$ cat src/rtl/brr_pkg.sv
`timescale 1ns/1ps
package brr_pkg;

    typedef enum logic [1:0] {
        CLS_PAIR    = 2'd0,
        CLS_CONST_S = 2'd1,
        CLS_CONST_U = 2'd2,
        CLS_ZERO    = 2'd3
    } brr_class_e;

    // Low three bits of the pair test code
    typedef enum logic [2:0] {
        PT_MASK_NONE = 3'd0,
        PT_EQ        = 3'd1,
        PT_LT        = 3'd2,
        PT_LTU       = 3'd3,
        PT_MASK_ALL  = 3'd4,
        PT_BIT_REG   = 3'd5,
        PT_BIT_IMM0  = 3'd6,
        PT_BIT_IMM1  = 3'd7
    } brr_pair_e;

    // Condition codes shared by the signed-constant and zero classes
    typedef enum logic [1:0] {
        CC_EQ = 2'd0,
        CC_NE = 2'd1,
        CC_LT = 2'd2,
        CC_GE = 2'd3
    } brr_cc_e;

endpackage

$ cat src/rtl/brr_const_lut.sv
`timescale 1ns/1ps
module brr_const_lut #(
    parameter int XLEN         = 32,
    parameter bit UNSIGNED_SET = 1'b0
) (
    input  logic [3:0]      idx,
    output logic [XLEN-1:0] value
);
    localparam int POW_BIAS = 7;   // index 11 -> 2^4 ... index 15 -> 2^8

    logic [XLEN-1:0] val_idx0;
    logic [XLEN-1:0] val_idx1;
    logic [XLEN-1:0] one_w;

    assign one_w = {{(XLEN-1){1'b0}}, 1'b1};

    generate
        if (UNSIGNED_SET) begin : g_unsigned
            assign val_idx0 = XLEN'(32768);
            assign val_idx1 = XLEN'(65536);
        end else begin : g_signed
            assign val_idx0 = '1;
            assign val_idx1 = one_w;
        end
    endgenerate

    always_comb begin
        unique case (idx)
            4'd0:    value = val_idx0;
            4'd1:    value = val_idx1;
            4'd9:    value = XLEN'(10);
            4'd10:   value = XLEN'(12);
            4'd11, 4'd12, 4'd13, 4'd14, 4'd15:
                     value = one_w << (idx - 4'(POW_BIAS));
            default: value = XLEN'(idx);
        endcase
    end
endmodule

$ cat src/rtl/brr_cond_eval.sv
`timescale 1ns/1ps
module brr_cond_eval
    import brr_pkg::*;
#(
    parameter int XLEN = 32
) (
    input  brr_class_e      cls,
    input  logic [1:0]      cond_sel,
    input  logic [3:0]      rel_code,
    input  logic [3:0]      bit_lo,
    input  logic [XLEN-1:0] opnd_a,
    input  logic [XLEN-1:0] opnd_b,
    input  logic [XLEN-1:0] k_signed,
    input  logic [XLEN-1:0] k_unsigned,
    output logic            taken
);
    localparam int IDX_W = $clog2(XLEN);

    function automatic logic cmp_signed(input logic [1:0] sel,
                                        input logic [XLEN-1:0] lhs,
                                        input logic [XLEN-1:0] rhs);
        logic res;
        unique case (brr_cc_e'(sel))
            CC_EQ: res = (lhs == rhs);
            CC_NE: res = (lhs != rhs);
            CC_LT: res = ($signed(lhs) < $signed(rhs));
            CC_GE: res = ($signed(lhs) >= $signed(rhs));
        endcase
        return res;
    endfunction

    logic            pair_base;
    logic            pair_sense;
    logic [XLEN-1:0] and_ab;
    logic [IDX_W-1:0] reg_bit;
    logic [IDX_W-1:0] imm_bit;
    brr_pair_e        pair_kind;

    assign pair_kind  = brr_pair_e'(rel_code[2:0]);
    assign pair_sense = rel_code[3];
    assign and_ab     = opnd_a & opnd_b;
    assign reg_bit    = opnd_b[IDX_W-1:0];
    assign imm_bit    = IDX_W'({rel_code[0], bit_lo});

    // Base condition with the sense bit clear; the sense bit flips it
    always_comb begin
        unique case (pair_kind)
            PT_MASK_NONE:             pair_base = (and_ab == '0);
            PT_EQ:                    pair_base = (opnd_a == opnd_b);
            PT_LT:                    pair_base = ($signed(opnd_a) < $signed(opnd_b));
            PT_LTU:                   pair_base = (opnd_a < opnd_b);
            PT_MASK_ALL:              pair_base = (and_ab == opnd_b);
            PT_BIT_REG:               pair_base = ~opnd_a[reg_bit];
            PT_BIT_IMM0, PT_BIT_IMM1: pair_base = ~opnd_a[imm_bit];
        endcase
    end

    always_comb begin
        unique case (cls)
            CLS_PAIR:    taken = pair_base ^ pair_sense;
            CLS_CONST_S: taken = cmp_signed(cond_sel, opnd_a, k_signed);
            CLS_CONST_U: taken = (cond_sel == 2'd2) ? (opnd_a <  k_unsigned)
                                                    : (opnd_a >= k_unsigned);
            CLS_ZERO:    taken = cmp_signed(cond_sel, opnd_a, '0);
        endcase
    end
endmodule

$ cat src/rtl/brr_target_gen.sv
`timescale 1ns/1ps
module brr_target_gen
    import brr_pkg::*;
#(
    parameter int XLEN    = 32,
    parameter int SHORT_W = 8,
    parameter int LONG_W  = 12
) (
    input  brr_class_e       cls,
    input  logic             taken,
    input  logic [SHORT_W-1:0] off_short,
    input  logic [LONG_W-1:0]  off_long,
    input  logic [XLEN-1:0]  cur_pc,
    input  logic [XLEN-1:0]  seq_pc,
    output logic [XLEN-1:0]  next_pc
);
    localparam logic [XLEN-1:0] PC_STEP = XLEN'(4);

    logic [XLEN-1:0] short_ext;
    logic [XLEN-1:0] long_ext;
    logic [XLEN-1:0] off_sel;
    logic [XLEN-1:0] target;

    assign short_ext = {{(XLEN-SHORT_W){off_short[SHORT_W-1]}}, off_short};
    assign long_ext  = {{(XLEN-LONG_W){off_long[LONG_W-1]}}, off_long};

    // One adder: the offset is chosen before the sum
    assign off_sel = (cls == CLS_ZERO) ? long_ext : short_ext;
    assign target  = cur_pc + PC_STEP + off_sel;

    assign next_pc = taken ? target : seq_pc;
endmodule

$ cat src/rtl/branch_resolver.sv
`timescale 1ns/1ps
module branch_resolver
    import brr_pkg::*;
#(
    parameter int XLEN    = 32,
    parameter int SHORT_W = 8,
    parameter int LONG_W  = 12
) (
    input  logic [1:0]         br_class,
    input  logic [1:0]         cond_sel,
    input  logic [3:0]         rel_code,
    input  logic [3:0]         bit_lo,
    input  logic [XLEN-1:0]    opnd_a,
    input  logic [XLEN-1:0]    opnd_b,
    input  logic [SHORT_W-1:0] off_short,
    input  logic [LONG_W-1:0]  off_long,
    input  logic [XLEN-1:0]    cur_pc,
    input  logic [XLEN-1:0]    seq_pc,
    output logic               br_taken,
    output logic [XLEN-1:0]    next_pc
);
    brr_class_e      cls;
    logic [XLEN-1:0] k_signed;
    logic [XLEN-1:0] k_unsigned;

    assign cls = brr_class_e'(br_class);

    brr_const_lut #(.XLEN(XLEN), .UNSIGNED_SET(1'b0)) u_lut_s (
        .idx   (rel_code),
        .value (k_signed)
    );

    brr_const_lut #(.XLEN(XLEN), .UNSIGNED_SET(1'b1)) u_lut_u (
        .idx   (rel_code),
        .value (k_unsigned)
    );

    brr_cond_eval #(.XLEN(XLEN)) u_eval (
        .cls        (cls),
        .cond_sel   (cond_sel),
        .rel_code   (rel_code),
        .bit_lo     (bit_lo),
        .opnd_a     (opnd_a),
        .opnd_b     (opnd_b),
        .k_signed   (k_signed),
        .k_unsigned (k_unsigned),
        .taken      (br_taken)
    );

    brr_target_gen #(.XLEN(XLEN), .SHORT_W(SHORT_W), .LONG_W(LONG_W)) u_tgt (
        .cls       (cls),
        .taken     (br_taken),
        .off_short (off_short),
        .off_long  (off_long),
        .cur_pc    (cur_pc),
        .seq_pc    (seq_pc),
        .next_pc   (next_pc)
    );
endmodule

$ cat config.mk
export PLATFORM = sky130hd
export DESIGN_NAME = branch_resolver
export DESIGN_NICKNAME = d
export VERILOG_FILES = /design/src/rtl/brr_pkg.sv /design/src/rtl/brr_const_lut.sv /design/src/rtl/brr_cond_eval.sv /design/src/rtl/brr_target_gen.sv /design/src/rtl/branch_resolver.sv
export SDC_FILE = /design/constraint.sdc
export NUM_CORES = 1
export LEC_CHECK = 0
export CAP_MARGIN = 10
export CORE_ASPECT_RATIO = 1.4
export CORE_MARGIN = 2
export CORE_UTILIZATION = 40
export DETAILED_ROUTE_END_ITERATION = 12
export PLACE_DENSITY = 0.65
export REMOVE_ABC_BUFFERS = 1
export SLEW_MARGIN = 10
export SYNTH_ARGS = -nofsm -noshare
export SYNTH_HDL_FRONTEND = slang
export SYNTH_SLANG_ARGS = --single-unit
export TNS_END_PERCENT = 20
$ cat constraint.sdc
create_clock -name vclk -period 20.8
set_input_delay 5.2 -clock vclk [all_inputs]
set_output_delay 5.2 -clock vclk [all_outputs]
set_load 0.03 [all_outputs]
# Yosys cells after proc, flatten, opt, wreduce, memory -nomap -nowiden
# Index checks and enable logic that the tools add are counted.
# op_classes
add_sub_neg	3
order_cmp	10
muxes	13
bitwise	4
shifts	1
n_eq_ne	25
n_reduce_logical	9
# ops
op	count
one-hot mux 32 bit (5 select lines)	2
less-than comparator 32 bit	4
== test 32 bit	3
>= comparator 32 bit	2
logical NOT 32 bit	2
two-way mux 32 bit	2
adder 32 x 3 -> 32 bit (second input constant)	1
adder 32 bit	1
bitwise AND 32 bit	1
>= comparator 32 x 1 -> 1 bit (second input constant)	1
less-than comparator 32 x 1 -> 1 bit (second input constant)	1
!= test 32 bit	1
nonzero test 32 bit	1
<< shifter 1 x 4 -> 32 bit (first input constant)	1
== test 4 bit (second input constant)	7
== test 3 bit (second input constant)	4
less-than comparator 5 x 6 -> 1 bit (second input constant)	2
one-hot mux 1 bit (4 select lines)	3
binary-select mux 1 bit (select 5 bit)	2
== test 2 bit (second input constant)	4
one-hot mux 1 bit (7 select lines)	1
== test 3 x 2 -> 1 bit (second input constant)	2
OR reduction 5 bit	1
== test 2 x 1 -> 1 bit (second input constant)	2
other kinds (10)	14
# word_totals
output_inout_bits	33
regBits	0
word_cells	65
input_bits	160

# Longest topological paths before layout
# depth
depth_word	7
mapped_depth	23
ltp_nobuf	20

# Cells and area by module
# From an unflattened synthesis, not the netlist that was laid out.
# hier_totals
cells_unflattened	1020
area_unflattened_um2	7778.7
# modules_own_cells
mod	n_inst	area_each_um2	cells_per_inst	seq_area_each_um2
brr_cond_eval	1	4330.4	553	0.0
brr_target_gen	1	2783.9	368	0.0
brr_const_lut at u_lut_s	1	371.6	56	0.0
brr_const_lut at u_lut_u	1	292.8	43	0.0

# Worst setup path after synthesis
# No wires, ideal clock.
# synth_path
path_kind	input-to-output
from	input port rel_code[1]
to	output port next_pc[17]
stages	19
arrival_ns	9.559
slack_ns	6.041
t_required_ns	15.600
n_path_buf	3
path_cell_list	clkbuf_1 > clkbuf_1 > nand2_1 > inv_1 > ha_1 > nor2_1 > a31oi_1 > ha_1 > nand4_1 > nor4_2 > nand3_1 > xor2_1 > a32o_1 > a2111o_1 > a211oi_2 > a21oi_4 > inv_4 > buf_12 > mux2i_1
# synth_via
elab_chain_len	7
word_cells_on_any_way	35
classes_between	add/sub (1); order compare (4); eq/ne (17); shift (1); mux (7); bitwise (1); reduce/logical (4)
# synth_lines
element	line	source
from (decl)	branch_resolver.sv:11	input logic [3:0] rel_code,
subtractor 4 x 3 -> 4 bit / == test 4 bit (equally long branches)	brr_const_lut.sv:34, brr_const_lut.sv:28	
<< shifter 1 x 4 -> 32 bit / OR reduction 5 bit (equally long branches)	brr_const_lut.sv:34, brr_const_lut.sv:28	
one-hot mux 32 bit (5 select lines)	brr_const_lut.sv:28	unique case (idx)
>= comparator 32 bit (tied with other cells)	brr_cond_eval.sv:27	CC_GE: res = ($signed(lhs) >= $signed(rhs));
one-hot mux 1 bit (4 select lines) / two-way mux 1 bit (equally long branches)	brr_cond_eval.sv:23, brr_cond_eval.sv:62	
one-hot mux 1 bit (4 select lines) *	brr_cond_eval.sv:59	unique case (cls)
net br_taken	branch_resolver.sv:19	output logic br_taken,
two-way mux 32 bit *	brr_target_gen.sv:31	assign next_pc = taken ? target : seq_pc;
to (decl)	branch_resolver.sv:20	output logic [XLEN-1:0] next_pc
# The timed path passes the listed nets; every way through them passes the cells marked *.

# Worst setup path in the final report
# layout_path
from	input port rel_code[2]
to	output port next_pc[3]
# layout_via
elab_chain_len	7
word_cells_on_any_way	35
classes_between	add/sub (1); order compare (4); eq/ne (17); shift (1); mux (7); bitwise (1); reduce/logical (4)
# layout_lines
element	line
subtractor 4 x 3 -> 4 bit / == test 4 bit (equally long branches)	brr_const_lut.sv:34, brr_const_lut.sv:28
<< shifter 1 x 4 -> 32 bit / OR reduction 5 bit (equally long branches)	brr_const_lut.sv:34, brr_const_lut.sv:28
one-hot mux 32 bit (5 select lines)	brr_const_lut.sv:28
>= comparator 32 bit (tied with other cells)	brr_cond_eval.sv:27
one-hot mux 1 bit (4 select lines) / two-way mux 1 bit (equally long branches)	brr_cond_eval.sv:23, brr_cond_eval.sv:62
one-hot mux 1 bit (4 select lines) *	brr_cond_eval.sv:59
two-way mux 32 bit *	brr_target_gen.sv:31
# Every way passes the cells marked *; elsewhere a longest branch is shown, timed or not.

==> summary.md <==
| Metric | Value |
|---|---|
| Status | completed |
| Final instance area | approximately 8600 µm² |
| Total grt overflow | 0 |
| Worst-margin pin slew | around 800 ps |
| P_sw | ~0.15 mW |
| Wire per inst | approximately 18 µm |
| Critical path arrival | 11050 ps |
| Core area | about 16000 µm² |
| Worst rel slew slack | 0.466 |
| Maximum vdd drop | around 0.030 mV |
| Sequential cells | 0 |
| Filler cell count | 1570 |
| Final setup margin | approximately 4600 ps |
| Ports | 193 |
| Die Wd | approximately 110 µm |
| Hold Violations, Final | 0 |
| Mapped Avg Cell Area | a little over 8 µm² |
| Row cnt | 55 |
| Setup tns final | 0 ps |
| Total Die Area | 17400 µm² |
| Synthesized area | ~6600 µm² |
| GR Util met3 | 0.0218 |
| Clock buffer count | 0 |
| Die H | ~160 µm |
| Syn Inst Count | roughly 800 |
| Met2 usage | 0.448 |
| Register share of total power | 0 |
| Cts repair resizes | 0 |
| Clk pwr share | 0 |
| Post-synthesis cell type count | 68 |
| Post-CTS Setup Bufs | 0 |
| Setup WS pre-CTS | ~4600 ps |
| Number of antenna violations at the first check in global routing | 2 |
| GPL Wtd Cong | 0.980 |
| Critical path class | in -> out |
| Reg area | 0 µm² |
| Leak | 4.15 nW |
| Period utilisation layout | 0.781 |
| Dpl hpwl | ~18 mm |
| RSZ-0062 raised after global routing | false |
| Gate power share | 1.000 |
| Vias | 6700 |
| GR Layer Usage met1 | 0.256 |
| Worst Path Required | around 16000 ps |
| WL final | 21.0 mm |
| First-pass GRT wire length | about 33 mm |
| Number of global-route vias before repair | around 6600 |
| # hold bufs at CTS | 0 |
| Via density | approximately 5.6 |
| Largest net degree at the start of global routing | 31 |
| Seq/Total Area, Yosys | 0 |
| Hold depth | 4 |
| P per Cell Area | between 30 and 40 nW/µm² |
| Number of max-cap violations | 0 |
| Worst hold margin | 11490 ps |
| Startpoint types | primary input |
| Sw Share | 0.516 |
| Nets | between 1000 and 1500 |
| DR iter-0 viols | 293 |
| Critical Path Sink Type | primary output |
| Ys Warns | 0 |
| All-Layer GR Usage | 0.233 |
| Min cycle time layout | around 16000 ps |
| Remaining antenna violation count after routing | 0 |
| Initial Util | 0.407 |
| Synth-to-layout area growth | 31.7% |
| First-pass DRT Iterations | 5 |
| Final core occ | 0.536 |
| DRC | 0 |
| Final Max Tran Viols | 0 |
| Fraction of layout cells with a size suffix above 1 | 0.0588 |
| # setup viols final | 0 |
| Grt peak-use layer | met2 |
| Max Clk Rate | 61.5 MHz |
| PortBufs | about 190 |
| Worst Path Max Fanout | 30 |
| Pint | approximately 0.14 mW |
| Placed Area | approximately 8600 µm² |
| Hold Crit Class | in -> out |
-- kinds of logic (layout without fill, tap and decap cells) --
kind of cell | after synthesis | count (layout) | synth area share
XOR/XNOR | 29 | 29 | 0.0388
AO/OA/AOI/OAI | 187 | 187 | 0.185
multiplexers | 56 | 56 | 0.134
AND/OR/NAND/NOR | 219 | 219 | 0.174
other | 1 | 7 | 0.000573
buffers and inverters | 110 | 284 | 0.0724
adder cells (fa/ha/maj) | 206 | 206 | 0.395
-- cell usage in the layout, fill, tap and decap left out, drive strengths merged, types with 17 or more instances in the layout --
master	instances
nor4	29
nand2	60
inv	89
mux2	31
a21o	21
a21oi	68
nand3	26
xnor2	17
o21ai	28
nand4	21
ha	205
nor2	27
clkdlybuf4s50	193
-- cell type report --
cell class | instances | area (µm²) | share of cell area
Inverter | 90 | 340 | 0.0395
Timing Repair Buffer | 194 | 1940 | 0.225
Multi-Input combinational cell | 702 | 6090 | 0.706
Antenna cell | 2 | 5.00 | 0.000580
Tap cell | 199 | 249 | 0.0289
-- per-stage QoR --
stage                     cells  power (mW)
after global routing       1187       0.322
after floorplan             792       0.184
after detailed placement   1185       0.295
after CTS                  1185       0.296
final                      1187       0.295
after global placement     1185       0.293
-- power by group through the flow --
| stage | Combinational, mW | Clock [mW] | Sequential (mW) |
|---|---|---|---|
| after floorplan | 0.184 | 0 | 0 |
| after global routing | 0.322 | 0.0000000129 | 0 |
| after global placement | 0.293 | 0 | 0 |
| after CTS | 0.296 | 0 | 0 |
| final | 0.295 | 0.0000000129 | 0 |
| after detailed placement | 0.295 | 0 | 0 |
-- worst max-delay path, stage by stage --
cell and delay [ps]:
clkdlybuf4s50_1 730, or3_1 520, nor2_1 100, buf_4 210
inv_1 260, ha_1 500, nand4_1 180, nor4_1 560
nand3_1 230, xor2_1 190, a32o_1 200, a2111o_1 410
a211oi_2 270, a21oi_4 130, inv_4 400, mux2_4 340
clkdlybuf4s50_1 590
-- cell usage after synthesis (7+ instances only) --
cell type,number,area share
a21oi_1,67,0.051
o211ai_1,11,0.013
a21o_1,21,0.024
mux4_2,14,0.048
mux2_4,28,0.064
a31oi_1,8,0.0076
o21ai_0,28,0.021
nand2_1,60,0.034
inv_1,88,0.050
xnor2_1,17,0.023
and3_1,7,0.0067
nand3_1,26,0.020
nor4_1,27,0.026
nor2_1,27,0.015
mux2i_1,11,0.017
o21a_1,9,0.010
nor3_1,14,0.011
xor2_1,12,0.016
ha_1,205,0.39
nand4_1,21,0.020
clkbuf_1,12,0.0069
-- metal layers --
| layer | vias to the layer above | routed length [µm] |
|---|---|---|
| met3 | 54 | 1120 |
| met1 | 3068 | 7900 |
| met4 | 0 | 1050 |
| met2 | 232 | 10900 |
| li1 | 3346 | - |
| met5 | - | 0 |
-- final timing paths --
kind / from / to / slack (ps)
setup / recovery: rel_code[2] / next_pc[3] / 4550
hold / removal: seq_pc[17] / next_pc[17] / 11490
(Power assumes the default switching activity.)
